--- config.mk ---
export PLATFORM = sky130hd
export DESIGN_NAME = io_bw_counters
export DESIGN_NICKNAME = d
export VERILOG_FILES = /design/src/rtl/iobw_pkg.sv /design/src/rtl/iobw_port_decode.sv /design/src/rtl/iobw_event_match.sv /design/src/rtl/iobw_counter.sv /design/src/rtl/io_bw_counters.sv
export SDC_FILE = /design/constraint.sdc
export NUM_CORES = 1
export LEC_CHECK = 0
export BUFFER_PORTS_ARGS = -buffer_cell sky130_fd_sc_hd__buf_2
export CORE_ASPECT_RATIO = 1.5
export CORE_MARGIN = 2
export CORE_UTILIZATION = 60
export DETAILED_ROUTE_END_ITERATION = 10
export PLACE_DENSITY = 0.79
export SYNTH_ARGS = -nofsm -noshare
export SYNTH_HDL_FRONTEND = slang
export SYNTH_HIERARCHICAL = 1
export SYNTH_SLANG_ARGS = --single-unit
--- constraint.sdc ---
create_clock -name clk -period 6.35 [get_ports clk]
set_clock_uncertainty 0.1 [all_clocks]
set_input_delay 0.3175 -clock clk [delete_from_list [all_inputs] [get_ports clk]]
set_output_delay 0.3175 -clock clk [all_outputs]
set_load 0.02 [all_outputs]
--- src/rtl/iobw_pkg.sv ---
package iobw_pkg;

  localparam int PART_W = 2;

  typedef enum logic [1:0] {
    BIF_ONE_X16   = 2'd0,
    BIF_TWO_X8    = 2'd1,
    BIF_FOUR_X4   = 2'd2,
    BIF_X8_TWO_X4 = 2'd3
  } bif_e;

  typedef enum logic [1:0] {
    KIND_DEV_RD = 2'd0,
    KIND_DEV_WR = 2'd1,
    KIND_CPU    = 2'd2,
    KIND_NONE   = 2'd3
  } kind_e;

  // Setup word of one counter, bit 0 is the enable.
  typedef struct packed {
    logic              all_tgt;
    logic [1:0]        kind;
    logic [PART_W-1:0] part;
    logic              en;
  } ctr_cfg_t;

  localparam int CFG_W = $bits(ctr_cfg_t);

  // Transfer length in bytes to count units of four bytes.
  function automatic logic [9:0] bytes_to_units(input logic [9:0] len);
    return {2'b00, len[9:2]};
  endfunction

  // Whether an excluded-traffic flag keeps a transfer out of an event.
  function automatic logic traffic_excluded(input logic p2p, input logic rmp,
                                            input logic [1:0] kind,
                                            input logic all_tgt);
    return (p2p | rmp) & ((kind == KIND_CPU) | ~all_tgt);
  endfunction

endpackage

--- src/rtl/iobw_port_decode.sv ---
module iobw_port_decode #(
  parameter int LANES          = 16,
  parameter int LANES_PER_PART = 4,
  localparam int NUM_PARTS     = LANES / LANES_PER_PART,
  localparam int LANE_W        = $clog2(LANES),
  localparam int SLICE_W       = $clog2(LANES_PER_PART),
  localparam int PART_IDX_W    = LANE_W - SLICE_W
) (
  input  logic                  valid,
  input  logic [1:0]            mode,
  input  logic [LANE_W-1:0]     lane,
  output logic                  accept,
  output logic [PART_IDX_W-1:0] part
);

  logic [NUM_PARTS-1:0] populated;
  logic                 aligned;

  // Parts with a port whose first lane lies in them, per split mode.
  function automatic logic [NUM_PARTS-1:0] parts_in_use(input logic [1:0] m);
    logic [NUM_PARTS-1:0] r;
    r = '0;
    for (int p = 0; p < NUM_PARTS; p++) begin
      unique case (m)
        iobw_pkg::BIF_ONE_X16:   r[p] = (p == 0);
        iobw_pkg::BIF_TWO_X8:    r[p] = (p == 0) || (p == NUM_PARTS / 2);
        iobw_pkg::BIF_FOUR_X4:   r[p] = 1'b1;
        iobw_pkg::BIF_X8_TWO_X4: r[p] = (p == 0) || (p >= NUM_PARTS / 2);
        default:                 r[p] = 1'b0;
      endcase
    end
    return r;
  endfunction

  assign populated = parts_in_use(mode);
  assign part      = lane[LANE_W-1:SLICE_W];
  assign aligned   = (lane[SLICE_W-1:0] == '0);
  assign accept    = valid && aligned && populated[part];

endmodule

--- src/rtl/iobw_event_match.sv ---
module iobw_event_match (
  input  iobw_pkg::ctr_cfg_t        cfg,
  input  logic                      accept,
  input  logic [iobw_pkg::PART_W-1:0] part,
  input  logic [1:0]                kind,
  input  logic                      p2p,
  input  logic                      rmp,
  output logic                      hit
);

  logic part_ok;
  logic kind_ok;
  logic blocked;

  assign part_ok = (cfg.part == part);
  assign kind_ok = (cfg.kind == kind) && (kind != iobw_pkg::KIND_NONE);
  assign blocked = iobw_pkg::traffic_excluded(p2p, rmp, kind, cfg.all_tgt);
  assign hit     = accept && cfg.en && part_ok && kind_ok && !blocked;

endmodule

--- src/rtl/iobw_counter.sv ---
module iobw_counter #(
  parameter int CNT_W = 48,
  parameter int INC_W = 8
) (
  input  logic             clk,
  input  logic             rst_n,
  input  logic             clr,
  input  logic             step,
  input  logic [INC_W-1:0] inc,
  output logic [CNT_W-1:0] cnt,
  output logic             ovf,
  output logic             wrap_evt
);

  logic [CNT_W:0] sum;

  assign sum      = {1'b0, cnt} + {{(CNT_W + 1 - INC_W){1'b0}}, inc};
  assign wrap_evt = step && sum[CNT_W];

  always_ff @(posedge clk or negedge rst_n) begin
    if (!rst_n) begin
      cnt <= '0;
      ovf <= 1'b0;
    end else if (clr) begin
      cnt <= '0;
      ovf <= 1'b0;
    end else if (step) begin
      cnt <= sum[CNT_W-1:0];
      if (wrap_evt) ovf <= 1'b1;
    end
  end

endmodule

--- src/rtl/io_bw_counters.sv ---
module io_bw_counters #(
  parameter int NUM_CTR        = 4,
  parameter int CNT_W          = 48,
  parameter int LANES          = 16,
  parameter int LANES_PER_PART = 4,
  parameter int LEN_W          = 10,
  parameter int ADDR_W         = 5,
  localparam int LANE_W        = $clog2(LANES),
  localparam int INC_W         = LEN_W - 2,
  localparam int PART_IDX_W    = LANE_W - $clog2(LANES_PER_PART)
) (
  input  logic              clk,
  input  logic              rst_n,
  input  logic [1:0]        bif_mode,
  input  logic              xfer_valid,
  input  logic [LANE_W-1:0] xfer_lane,
  input  logic [LEN_W-1:0]  xfer_len,
  input  logic [1:0]        xfer_kind,
  input  logic              xfer_p2p,
  input  logic              xfer_remap,
  input  logic              reg_we,
  input  logic [ADDR_W-1:0] reg_addr,
  input  logic [31:0]       reg_wdata,
  output logic [31:0]       reg_rdata
);

  localparam logic [ADDR_W-1:0] A_CTL = ADDR_W'(0);
  localparam logic [ADDR_W-1:0] A_CLR = ADDR_W'(1);
  localparam int A_CFG_BASE = 8;
  localparam int A_CNT_BASE = 16;

  // Named internal events, used by the bound checker.
  logic                              freeze_q;
  logic                              xfer_accept;
  logic [PART_IDX_W-1:0]             xfer_part;
  logic [INC_W-1:0]                  inc_val;
  logic [NUM_CTR-1:0]                clr_pulse;
  logic [NUM_CTR-1:0]                ctr_hit;
  logic [NUM_CTR-1:0]                inc_en;
  logic [NUM_CTR-1:0]                ctr_ovf;
  logic [NUM_CTR-1:0]                ctr_wrap;
  logic [NUM_CTR-1:0][CNT_W-1:0]     ctr_cnt;
  iobw_pkg::ctr_cfg_t                cfg_q [NUM_CTR];
  logic [LEN_W-1:0]                  len_units;

  // Transfer front end.
  iobw_port_decode #(
    .LANES         (LANES),
    .LANES_PER_PART(LANES_PER_PART)
  ) u_decode (
    .valid (xfer_valid),
    .mode  (bif_mode),
    .lane  (xfer_lane),
    .accept(xfer_accept),
    .part  (xfer_part)
  );

  assign len_units = LEN_W'(iobw_pkg::bytes_to_units(10'(xfer_len)));
  assign inc_val   = len_units[INC_W-1:0];

  // Control register: freeze.
  always_ff @(posedge clk or negedge rst_n) begin
    if (!rst_n)                              freeze_q <= 1'b0;
    else if (reg_we && reg_addr == A_CTL)    freeze_q <= reg_wdata[0];
  end

  // Counter slices.
  for (genvar k = 0; k < NUM_CTR; k++) begin : g_ctr
    localparam logic [ADDR_W-1:0] A_CFG = ADDR_W'(A_CFG_BASE + k);

    always_ff @(posedge clk or negedge rst_n) begin
      if (!rst_n)                            cfg_q[k] <= '0;
      else if (reg_we && reg_addr == A_CFG)  cfg_q[k] <= iobw_pkg::ctr_cfg_t'(reg_wdata[iobw_pkg::CFG_W-1:0]);
    end

    assign clr_pulse[k] = reg_we && (reg_addr == A_CLR) && reg_wdata[k];

    iobw_event_match u_match (
      .cfg   (cfg_q[k]),
      .accept(xfer_accept),
      .part  (iobw_pkg::PART_W'(xfer_part)),
      .kind  (xfer_kind),
      .p2p   (xfer_p2p),
      .rmp   (xfer_remap),
      .hit   (ctr_hit[k])
    );

    assign inc_en[k] = ctr_hit[k] && !freeze_q;

    iobw_counter #(
      .CNT_W(CNT_W),
      .INC_W(INC_W)
    ) u_cnt (
      .clk     (clk),
      .rst_n   (rst_n),
      .clr     (clr_pulse[k]),
      .step    (inc_en[k]),
      .inc     (inc_val),
      .cnt     (ctr_cnt[k]),
      .ovf     (ctr_ovf[k]),
      .wrap_evt(ctr_wrap[k])
    );
  end

  // Count zero-extended to 63 bits, split into two readout words.
  function automatic logic [62:0] pad_count(input logic [CNT_W-1:0] c);
    return 63'(c);
  endfunction

  always_comb begin
    logic [62:0] padded;
    reg_rdata = '0;
    padded    = '0;
    if (reg_addr == A_CTL) reg_rdata[0] = freeze_q;
    for (int k = 0; k < NUM_CTR; k++) begin
      padded = pad_count(ctr_cnt[k]);
      if (reg_addr == ADDR_W'(A_CFG_BASE + k))
        reg_rdata = 32'(cfg_q[k]);
      if (reg_addr == ADDR_W'(A_CNT_BASE + 2 * k))
        reg_rdata = padded[31:0];
      if (reg_addr == ADDR_W'(A_CNT_BASE + 2 * k + 1))
        reg_rdata = {ctr_ovf[k], padded[62:32]};
    end
  end

endmodule

==> results.txt <==
Number of max-cap violations: 0. The tools report the peak supply drop as 0.2169 mV. For this run, design rule violations remaining after detail routing come to 0. The leakage power figure came out at 6.566 nW. In this run the worst setup path terminates at reg_rdata[29]. The finished cells cover 16580 um2.

Setup repair after global routing left no endpoint under its margin. The total routing resource utilization after global routing was 37.21%; the placed wire-length estimate was 37.10 mm. In this run the register-to-register setup slack is 2.63 ns.

Type of the tightest min-delay check: input port to flip-flop. Including well taps, the total number of placed cells is 2035. The logs give 0 for the final number of hold-violating endpoints and 0 for the final number of setup-violating endpoints. For this design, the sink count on the clock tree is 221. Walking the worst path, the cells encountered are buf_2, nand3b_1, nor2_1, a22oi_1, o21ai_0, buf_2. Relative to the synthesized area, the layout overhead comes to 7.592%. The detail route stage leaves a number of antenna-violating nets equal to 0. The worst path uses 61.28% of the clock period. The clock slew seen by the registers of the worst setup and hold paths is 0.06 ns, and the placer congestion estimate is 0.9951. The floorplan step defined a core boundary enclosing 25140 um2.

Cells fill 65.95% of the core in the end. The violation count after the first detailed-route iteration is 1632. From bottom edge to top edge, the die measures 200.3 um.

In the final routed layout, each cell accounts on average for 24.58 um. The run gives 1814 as the post-synthesis net count. Buffers added to address setup during post-CTS repair amount to 0. Row generation in the floorplan step produced 71 rows.

The delay of the slowest cell on the worst path came out at 1.19 ns. TritonCTS built the clock tree. The run gives 0 as the number of pins with negative max-slew slack in the final report. Summed over all layers, the global routing overflow is 0. In this run the tightest slew margin relative to its limit is 17.04%. Before antenna repair, the detailed router went through 6 iterations. Entering global routing, the biggest net connects 183 pins. After routing, the total negative slack on setup checks comes to 0 ns. The type of element capturing the critical path is a primary output.

The count of boundary I/O pins was 93; the placed instance area was 15850 um2. Data on the critical path arrives at its endpoint at 3.47 ns. For the maximum clock frequency, the log shows 0.2570 GHz. The clock period minus final worst setup slack is 3.891 ns.

In the final layout, the share of cells above drive strength 1 is 13.36%. After synthesis the cells add up to 15410 um2. Summed over all layers, the routed wires come to 51.10 mm. The cell that appears most often on the critical path is buf_2. 0 antenna diodes ended up in the layout.

For this design the ratio of total power to cell area is 188.7 nW/um2. The routed via count is 15043. The first global-routing pass estimated 79.16 mm of wire. The via count of the first global-routing pass was 14390. In this run the critical register-to-register path is launched from cfg_q[2]. CTS root buffer: clkbuf_16.

Per-instance average area after synthesis: 8.975 um2. The run finished with clean final reports. The floorplan step set the die width to 134.9 um. Number of warnings printed during yosys synthesis: 6. The timing startpoint of the critical path was reg_addr[2].

Category of the worst setup path launch point: an input port. The measured slew at the worst slew-check pin works out to 1.240 ns. The average via count per standard cell works out to 7.236. The number of buffers between clock root and the deepest sink was 3. The number of cells on the worst reg-to-reg path is 9. STA puts the critical path data required time at 5.93 ns. In this run the worst path has a maximum fanout of 26. For the power after layout, the log shows 3.128 mW.

Counting the buffers created by CTS gives 23. The depth of the CTS H-tree was 1. The worst setup path category was input port to primary output. The tools report the capture point of the worst reg-to-reg path as g_ctr[3].u_cnt/ovf. The net count reported at finish was 1832; the number of buffers inserted by port buffering was 64. The number of antenna violations at the first check in global routing was 0.

The initial utilization of the core area, before any placement, comes to 61.29%. Excluding fillers, the count of instances in the completed layout stands at 2079. The die covers 27010 um2. In the synthesized netlist, the number of instances is 1717. The standard cell with the maximum stage delay on the critical path was nor2_1.

Clock latency on the worst-skew pair, taken at its later pin, is 0.53 ns.
registers in the layout (all words and copies together) (netlist names):
| register | flops |
|---|---|
| g_ctr.u_cnt/cnt | 192 |
| cfg_q | 24 |
| g_ctr.u_cnt/ovf | 4 |
| freeze_q | 1 |
layout make-up:
cell class | count | area [um2]
clock buffers | 33 | 653.1
flip-flops and latches | 221 | 5530
inverters | 41 | 153.9
well taps | 328 | 410.4
multi-input cells | 1361 | 9258
fillers | 2066 | 8561
clock inverters | 8 | 51.30
repair buffers | 87 | 523.0
metrics by stage:
| stage | hold WS (ns) | setup slack [ns] |
|---|---|---|
| after floorplan | -0.07809 | 3.647 |
| after global placement | 0.1205 | 2.423 |
| after detailed placement | 0.1245 | 2.267 |
| after CTS | 0.009884 | 2.608 |
| after global routing | 0.02849 | 2.440 |
| final | 0.01257 | 2.459 |
worst min path at each step:
stage / from / end / depth (start not counted)
2_1_floorplan: rst_n / cfg_q[0] / 0
3_3_place_gp: rst_n / g_ctr[1].u_cnt/cnt[21] / 1
3_5_place_dp: rst_n / g_ctr[1].u_cnt/cnt[21] / 1
4_1_cts: reg_wdata[1] / cfg_q[1] / 2
5_1_grt: reg_wdata[1] / cfg_q[1] / 2
6_report: reg_wdata[1] / cfg_q[1] / 2
what timing repair did:
action,4_1_cts,5_1_grt
hold buffers,3,0
endpoints found under the hold margin,42,0
gates resized for setup,0,0
routing by layer:
metal	up-vias	GRT usage (%)	share of wire [%]
met1	7371	45.18	36
met3	229	5.543	8.1
met5	-	0	0
li1	6655	-	-
met4	0	23.50	7.6
met2	788	61.37	48
report_power, final:
part	switching [mW]	leakage (nW)	internal [mW]	total, mW
Clock	0.595	0.340	0.717	1.31
Sequential	0.0566	3.03	1.45	1.51
Combinational	0.196	3.19	0.112	0.308
Total	0.847	6.57	2.28	3.13
cell usage in the layout (no fill, tap or decap), types with 29 or more instances in the layout:
cell     count
nand3_1     65
nand4_1     36
mux2i_1     33
nor2b_1     31
a21oi_1    189
dfrtp_1    221
o31ai_1     61
or4_1       65
mux2_2      29
ha_1        32
buf_2       63
o21ai_0    164
or3_1       81
nor2_1      96
nand2_1     94
inv_1       41
critical path: cells and delay by family:
family / cells / cell delay, ns
and+or+nand+nor: 2 / 1.95
buffers and inverters: 2 / 0.66
AOI/OAI and AO/OA: 2 / 0.51
(Power assumes the default switching activity.)
